## src/rtl/ocg_pkg.sv

```systemverilog
package ocg_pkg;

    typedef enum logic [1:0] {
        MON_IDLE   = 2'd0,
        MON_FIRST  = 2'd1,
        MON_SECOND = 2'd2
    } mon_state_e;

endpackage

```

## src/rtl/ocg_window.sv

```systemverilog
module ocg_window
    import ocg_pkg::*;
#(
    parameter int WIN_TICKS = 8
) (
    input  logic clk,
    input  logic por_n,
    input  logic en_i,
    input  logic tick_i,
    input  logic oc_i,
    input  logic hold_i,
    output logic second_o
);
    localparam int CW = (WIN_TICKS > 1) ? $clog2(WIN_TICKS) : 1;
    localparam logic [CW-1:0] LAST = CW'(WIN_TICKS - 1);

    typedef struct packed {
        mon_state_e     st;
        logic [CW-1:0]  cnt;
        logic           oc_prev;
    } win_t;

    win_t win_d, win_q;

    always_comb begin
        win_d = win_q;
        win_d.oc_prev = en_i & oc_i;
        if (!en_i) begin
            win_d.st  = MON_IDLE;
            win_d.cnt = '0;
        end else if (!hold_i) begin
            case (win_q.st)
                MON_IDLE: begin
                    if (oc_i && !win_q.oc_prev) begin
                        win_d.st  = MON_FIRST;
                        win_d.cnt = '0;
                    end
                end
                MON_FIRST: begin
                    if (tick_i) begin
                        if (win_q.cnt == LAST) begin
                            win_d.st  = MON_SECOND;
                            win_d.cnt = '0;
                        end else begin
                            win_d.cnt = win_q.cnt + 1'b1;
                        end
                    end
                end
                MON_SECOND: begin
                    if (tick_i) begin
                        if (win_q.cnt == LAST) begin
                            win_d.st  = MON_IDLE;
                            win_d.cnt = '0;
                        end else begin
                            win_d.cnt = win_q.cnt + 1'b1;
                        end
                    end
                end
                default: begin
                    win_d.st  = MON_IDLE;
                    win_d.cnt = '0;
                end
            endcase
        end
    end

    always_ff @(posedge clk or negedge por_n) begin
        if (!por_n) begin
            win_q <= '{st: MON_IDLE, cnt: '0, oc_prev: 1'b0};
        end else begin
            win_q <= win_d;
        end
    end

    assign second_o = (win_q.st == MON_SECOND);

    // Window position is frozen while the fault holds it.
    assert_frozen_on_fault_R6: assert property (@(posedge clk) disable iff (!por_n)
        (hold_i && en_i) |=> ($stable(win_q.cnt) && $stable(win_q.st)));

    // No tick, no progress inside an open window.
    assert_tick_only_advance_R11: assert property (@(posedge clk) disable iff (!por_n)
        (en_i && !tick_i && !hold_i && win_q.st != MON_IDLE) |=> $stable(win_q.cnt) && $stable(win_q.st));

    // Disable returns the monitor to idle.
    assert_idle_when_disabled_R10: assert property (@(posedge clk) disable iff (!por_n)
        !en_i |=> (win_q.st == MON_IDLE));

endmodule

```

## src/rtl/ocg_latch.sv

```systemverilog
module ocg_latch (
    input  logic clk,
    input  logic por_n,
    input  logic en_i,
    input  logic oc_i,
    input  logic second_i,
    input  logic uv_i,
    input  logic vid_busy_i,
    output logic set_o,
    output logic fault_o
);
    typedef struct packed {
        logic fault;
    } lat_t;

    lat_t lat_d, lat_q;
    logic trip_oc, trip_uv;

    always_comb begin
        trip_oc = second_i & oc_i;
        trip_uv = uv_i & ~vid_busy_i;
        set_o   = en_i & (trip_oc | trip_uv);
        lat_d   = lat_q;
        if (!en_i) begin
            lat_d.fault = 1'b0;
        end else if (set_o) begin
            lat_d.fault = 1'b1;
        end
    end

    always_ff @(posedge clk or negedge por_n) begin
        if (!por_n) begin
            lat_q <= '{fault: 1'b0};
        end else begin
            lat_q <= lat_d;
        end
    end

    assign fault_o = lat_q.fault;

    assert_fault_sticky_R7: assert property (@(posedge clk) disable iff (!por_n)
        (fault_o && en_i) |=> fault_o);

    assert_uv_immediate_R8: assert property (@(posedge clk) disable iff (!por_n)
        (en_i && uv_i && !vid_busy_i) |=> fault_o);

    assert_second_window_trip_R4: assert property (@(posedge clk) disable iff (!por_n)
        (en_i && second_i && oc_i) |=> fault_o);

    assert_enable_clears_R10: assert property (@(posedge clk) disable iff (!por_n)
        !en_i |=> !fault_o);

endmodule

```

## src/rtl/ocg_gate.sv

```systemverilog
module ocg_gate (
    input  logic en_i,
    input  logic fault_i,
    input  logic oc_i,
    input  logic hs_req_i,
    input  logic ls_req_i,
    input  logic pgood_i,
    output logic hs_drv_o,
    output logic ls_drv_o,
    output logic pgood_o
);
    logic run;

    always_comb begin
        run      = en_i & ~fault_i;
        hs_drv_o = run & hs_req_i & ~oc_i;
        ls_drv_o = run & ls_req_i;
        pgood_o  = run & pgood_i;
    end

endmodule

```

## src/rtl/oc_shutdown_ctrl.sv

```systemverilog
module oc_shutdown_ctrl #(
    parameter int WIN_TICKS = 8
) (
    input  logic clk,
    input  logic por_n,
    input  logic en_i,
    input  logic tick_i,
    input  logic oc_i,
    input  logic uv_i,
    input  logic vid_busy_i,
    input  logic hs_req_i,
    input  logic ls_req_i,
    input  logic pgood_i,
    output logic hs_drv_o,
    output logic ls_drv_o,
    output logic pgood_o,
    output logic fault_o
);
    logic second_w;
    logic set_w;
    logic fault_w;
    logic hold_w;

    assign hold_w = fault_w | set_w;

    ocg_window #(.WIN_TICKS(WIN_TICKS)) u_window (
        .clk      (clk),
        .por_n    (por_n),
        .en_i     (en_i),
        .tick_i   (tick_i),
        .oc_i     (oc_i),
        .hold_i   (hold_w),
        .second_o (second_w)
    );

    ocg_latch u_latch (
        .clk        (clk),
        .por_n      (por_n),
        .en_i       (en_i),
        .oc_i       (oc_i),
        .second_i   (second_w),
        .uv_i       (uv_i),
        .vid_busy_i (vid_busy_i),
        .set_o      (set_w),
        .fault_o    (fault_w)
    );

    ocg_gate u_gate (
        .en_i     (en_i),
        .fault_i  (fault_w),
        .oc_i     (oc_i),
        .hs_req_i (hs_req_i),
        .ls_req_i (ls_req_i),
        .pgood_i  (pgood_i),
        .hs_drv_o (hs_drv_o),
        .ls_drv_o (ls_drv_o),
        .pgood_o  (pgood_o)
    );

    assign fault_o = fault_w;

    // Masked under-voltage alone never creates a fault.
    assert_uv_masked_R9: assert property (@(posedge clk) disable iff (!por_n)
        (!fault_o && uv_i && vid_busy_i && !(second_w && oc_i)) |=> !fault_o);

    assert_drives_off_R6: assert property (@(posedge clk) disable iff (!por_n)
        fault_o |-> (!hs_drv_o && !ls_drv_o && !pgood_o));

endmodule

```

## config.mk

```make
export PLATFORM = sky130hd
export DESIGN_NAME = oc_shutdown_ctrl
export DESIGN_NICKNAME = d
export VERILOG_FILES = /design/src/rtl/ocg_pkg.sv /design/src/rtl/ocg_window.sv /design/src/rtl/ocg_latch.sv /design/src/rtl/ocg_gate.sv /design/src/rtl/oc_shutdown_ctrl.sv
export SDC_FILE = /design/constraint.sdc
export NUM_CORES = 1
export LEC_CHECK = 0
export CORE_AREA = 2 2 39 41
export DETAILED_ROUTE_END_ITERATION = 8
export DIE_AREA = 0 0 41 43
export PLACE_DENSITY = 0.58
export SETUP_SLACK_MARGIN = 0.2
export SYNTH_ARGS = -nofsm -noshare
export SYNTH_HDL_FRONTEND = slang
export SYNTH_SLANG_ARGS = --single-unit
```

## constraint.sdc

```tcl
create_clock -name clk -period 2.2 [get_ports clk]
set_input_delay 0.44 -clock clk [delete_from_list [all_inputs] [get_ports clk]]
set_output_delay 0.44 -clock clk [all_outputs]
set_load 0.01 [all_outputs]
```

======== Word level (Yosys, flattened, before mapping) ========
Index checks and enable logic that the tools add are counted.
W data, S select, Z words.
storage, ports and cells
  bits in read-only memories .............. 0
  output and inout port bits .............. 4
  logic and storage cells ................. 45
  register bits ........................... 7
  memory bits (writable) .................. 0
  memories ................................ 0
  input bits .............................. 10
  bits in latches ......................... 0
cells by class
  reductions and logical operators ........ 5
  shift-type cells ........................ 0
  equal/unequal tests ..................... 10
  bitwise gates (word level) .............. 14
  $add $sub $neg .......................... 1
  multiplexer cells ....................... 11
  $lt $le $gt $ge ......................... 0
  divide/modulo/power cells ............... 0
  $mul .................................... 0
operator list
  kind                   count
  $mux W5                5
  $pmux W5 S3            1
  $and A1 B1 Y1          9
  $ne A3 B3 Y1 const B   3
  $ne A3 B2 Y1 const B   2
  $reduce_and A6 Y1      1
  $mux W2                2
  $reduce_and A4 Y1      1
  $add A3 B1 Y3 const B  1
  $eq A3 B3 Y1 const B   1
  $mux W3                1
  $not A1 Y1             3
  $eq A2 B1 Y1 const B   1
  $eq A2 B2 Y1 const B   1
  $logic_not A2 Y1       1
  $mux W1                2
  $ne A2 B1 Y1 const B   1
  $ne A2 B2 Y1 const B   1
  $or A1 B1 Y1           2
  $logic_and A1 B1 Y1    1
  $logic_not A1 Y1       1

======== Depth between registers and ports, before layout ========
  word-level depth ........................ 7
  mapped depth ............................ 5

======== By module ========
Synthesis repeated with hierarchy kept, for this count alone.
second synthesis, totals
  cell total of the unflattened synthesis .. 46
  area, all modules ....................... 470.5 um^2
modules (own cells, without submodules)
  module            cells each  area each (um^2)  instances
  ocg_window        35          355.3             1
  ocg_latch         7           76.3              1
  ocg_gate          3           32.5              1
  oc_shutdown_ctrl  1           6.3               1

======== Least setup slack after synthesis ========
Ideal clock, no wire load.
  path kind ............................... register to register
  start point ............................. register u_window.win_q[4] (netlist bit)
  end point ............................... register u_window.win_q[1] (netlist bit)
  path buffers ............................ 0
  setup slack ............................. 0.670 ns
  stages on the path, launching flop included .. 5
  arrival time ............................ 1.403 ns
  cells stage by stage .................... dfrtp_1 or3b_1 a31oi_2 nand3_2 mux2_1
between the ends
  cells in the longest elaborated chain, start to end .. 7
RTL lines
  element                             RTL line                            text
  start: declaration                  ocg_window.sv:23                    win_t win_d, win_q;
  start signal: assignment            ocg_window.sv:69                    win_q <= '{st: MON_IDLE, cnt: '0, oc_prev: 1'b0};
  start signal: assignment            ocg_window.sv:71                    win_q <= win_d;
  $eq A2 B2 Y1                        ocg_window.sv:32, ocg_window.sv:75
  $and A1 B1 Y1                       ocg_latch.sv:20                     trip_oc = second_i & oc_i;
  $or A1 B1 Y1                        ocg_latch.sv:22                     set_o = en_i & (trip_oc | trip_uv);
  $and A1 B1 Y1                       ocg_latch.sv:22
  $or A1 B1 Y1                        oc_shutdown_ctrl.sv:24              assign hold_w = fault_w | set_w;
  $ne A2 B2 Y1 (no source line)       --
  $reduce_and A4 Y1 (no source line)  --
Several ways; a longest one is shown, not always the timed one. The select of a mux whose other input is x is not followed.
A chain may end at the register's enable or synchronous reset.

======== Worst setup path after layout ========
  start point ............................. input hs_req_i
  end point ............................... output hs_drv_o
between the ends
  cells in the longest elaborated chain, start to end .. 2
RTL lines
  element                     RTL line                text
  start: declaration          oc_shutdown_ctrl.sv:11  input logic hs_req_i,
  $and A1 B1 Y1 (2 in a row)  ocg_gate.sv:16          hs_drv_o = run & hs_req_i & ~oc_i;
  end: declaration            oc_shutdown_ctrl.sv:14  output logic hs_drv_o,
Every way passes these cells.

==> results.md <==
* Library cell used as clock root buffer: clkbuf_4
* Crit path required time at around 1.8 ns
* Number of diodes added for antenna fixing at 0
* Syn Std Cell Area at between 400 and 500 um^2
* Worst Setup Slack post-DPL at -0.06570 ns
* Actual transition at the worst max-transition pin at roughly 0.33 ns
* Cells along the critical path: clkdlybuf4s50_1, nor4bb_1, dlygate4sd2_1
* Worst min-delay path class: in -> async
* Period utilization at 85.04%
* Mean cell area of the mapped netlist at approximately 12 um^2
* Number of storage elements in the synthesis netlist at 7
* Count of unresolved DRC violations after routing at 0
* Number of nets with antenna violations after routing at 0
* Final Hold Fails at 0
* Final layout net count at 67
* Height of the die at 43 um
* Fill cells at about 130
* Met2 demand-to-capacity share in global routing at about 22%
* Fin cells at 70
* Met3 demand-to-capacity share in global routing at approximately 5.2%
* Maximum single-stage delay on the critical path at roughly 0.45 ns
* Unrepaired setup endpoints after global routing: no
* Setup fix buffers added after clock tree synthesis at 0
* Leakage at around 0.33 nW
* Total instance count after detailed placement at 66
* Antenna violations before repair at 0
* Wire length of the first global-routing pass at between 1.5 and 2 mm
* Sum of overflow across all layers after global routing at 0
* Core region area at ~0.0014 mm^2
* Global Route Usage Sum at around 14%
* Hpwl dp at roughly 780 um
* Fmax at around 530 MHz
* Register clock-pin slew on the reported worst setup and hold paths at 0.05 ns
* Worst IR drop on VDD at about 0.00039 V
* Sequential cell area fraction in the yosys report at approximately two fifths
* Max-Slew Margin vs Limit at about four fifths
* Largest net degree at the start of global routing at 9
* Layer with the highest usage after global routing: met2
* Overall power at approximately 500 uW
* Clock tree from TritonCTS: done
* Crit path max-delay cell type: clkdlybuf4s50_1
* Top delay family on crit path: buffers and inverters
* Global-route track usage on met1 at between 10% and 20%
* Distinct cell type count of the synthesized netlist at 20
* Arrival time at the worst endpoint at around 1.4 ns
* Net count of the mapped netlist at between 40 and 50
* Port buffer count at 13
* Synthesized netlist cell count at 36
* Vias in the first global route at 365
* # Max-Cap Violations at 0
* Element type at the critical path end: primary output
* WL/cell at approximately 13 um
* Maximum number of buffers from clock root to sink at 2
* H-tree depth at 1
* Max Clock Skew at between 0.004 and 0.005 ns
* Number of vias per cell at a little over 5
* Area of the multi-input gates at ~250 um^2
* Initial DRC count at 1
* Clock latency at the later pin of the worst-skew pair at between 0.2 and 0.3 ns
* Number of endpoints failing setup at the final stage at 0
* Buffer and inverter count on the worst path at 2
* Fraction of layout cells with a size suffix above 1 at 16.67%
* Minimum setup slack in the final design at approximately 0.33 ns
* Count of hold-fix buffers inserted at cts at 0
* Clock period minus final worst setup slack at between 1.5 and 2 ns
* Cell row count at 14
* Sequential standard cell area at around 180 um^2
* Number of clock sinks seen by CTS at 7
* Crit Path Max Fanout at 1
* Layout Area Growth over Synthesis at 42.69%
* Number of buffers created by CTS at 3
* Horizontal extent of the die at a little over 40 um
* Total negative slack for setup checks at 0 ns
* Initial standard-cell utilization of the core at 30.92%
* Critical Path Source Type: primary input
* Result of the run: completed
* Max-slew violation count at 0
* Total wire length at approximately 940 um
* Via count of the routed design at 353
* Yosys warns at 0
* RD Place Congestion at 0.7703
* Total iterations of the first detailed-routing run at 2
* WS Path Type: in -> out
* P per Cell Area at between 800 and 900 mW/mm^2
* Top-level I/O count at 14
* Die footprint at 0.001763 mm^2
## worst reg2reg max path, delay by kind of cell, from the launching register on
kind	cells	cell delay [ns]
and+or+nand+nor	2	0.55
DFF	1	0.44
AOI/OAI and AO/OA	1	0.20
muxes	1	0.35
## cells in the final DEF, fill, tap and decap left out, types with 2 or more instances in the layout
cell / count
mux2_1: 5
dfrtp_1: 7
and3b_1: 2
and3_1: 2
nor2b_1: 2
nand2_1: 2
clkdlybuf4s50_1: 9
dlygate4sd2_1: 3
clkbuf_4: 3
ha_1: 2
nand3b_1: 2
## power breakdown
part           internal, mW  total [mW]  switching [mW]
Sequential            0.162       0.199          0.0371
Combinational         0.100       0.178          0.0779
Clock                0.0690       0.113          0.0440
## cell families after synthesis
kind of cell / count (synthesis) / synth area share [%]
flip-flops: 7 / 40.94
adder cells (fa/ha/maj): 2 / 5.847
AND/OR/NAND/NOR: 19 / 33.92
XOR/XNOR: 1 / 2.047
multiplexers: 5 / 13.16
AO/OA/AOI/OAI: 2 / 4.092
## routing by layer
metal	up-vias	wire length, um
met5	-	0
met4	0	8
met3	2	61
met2	9	507
met1	171	362
li1	171	-
## per-stage QoR
| step | area, um^2 | utilization [%] | hold slack, ns |
|---|---|---|---|
| CTS | 608.1 | 43.94 | 0.4480 |
| global placement | 585.6 | 42.31 | 0.4786 |
| detailed placement | 585.6 | 42.31 | 0.5238 |
| floorplan | 427.9 | - | 0.1444 |
| finish | 610.6 | 44.12 | 0.4543 |
| global route | 610.6 | 44.12 | 0.4683 |
## synthesized netlist by cell type
master | count | area, um^2
a31oi_2 | 1 | 12.51
nor2b_1 | 2 | 12.51
o21ai_1 | 1 | 5.000
ha_1 | 2 | 25.02
xor2_1 | 1 | 8.760
and2_2 | 1 | 7.510
nand4_2 | 1 | 12.51
or3b_1 | 1 | 8.760
and2b_2 | 1 | 8.760
nor4bb_1 | 1 | 10.01
nor2_1 | 1 | 3.750
nand2_1 | 2 | 7.510
and3b_1 | 2 | 17.52
mux2_1 | 5 | 56.30
dfrtp_1 | 7 | 175.2
and4bb_1 | 1 | 12.51
and3_1 | 2 | 12.51
nand3b_1 | 2 | 15.01
and2_1 | 1 | 6.260
nand3_2 | 1 | 10.01
## what timing repair did
item | 4_1_cts | 5_1_grt
gates resized for setup | 3 | 1
setup endpoints to repair | 3 | 1
pin swaps | 0 | 0
## flip-flops by register name, summed over array words and instances (netlist names)
| name | cells |
|---|---|
| u_latch.fault_o | 1 |
| u_window.win_q | 6 |
## path summary, 6_finish.rpt
path / to / slack, ns / startpoint / cells past startpoint
hold / removal: u_window.win_q[4]$_DFFE_PN0P_ / 0.45 / por_n / 1
min in group clk: u_window.win_q[3]$_DFFE_PN0P_ / 0.53 / u_window.win_q[3]$_DFFE_PN0P_ / 1
setup reg to reg: u_window.win_q[2]$_DFFE_PN0P_ / 0.53 / u_window.win_q[4]$_DFFE_PN0P_ / 4
setup / recovery: hs_drv_o / 0.33 / hs_req_i / 3
hold reg to reg: u_window.win_q[3]$_DFFE_PN0P_ / 0.53 / u_window.win_q[3]$_DFFE_PN0P_ / 1
max in group asynchronous: u_window.win_q[3]$_DFFE_PN0P_ / 1.50 / por_n / 1
## layout make-up
type | count | area share, %
multi-input combinational | 29 | 41.39
sequential | 7 | 28.69
timing repair buffer | 14 | 22.34
clock buffer | 4 | 4.303
tap | 16 | 3.279
Power figures use the tool's default switching activity.
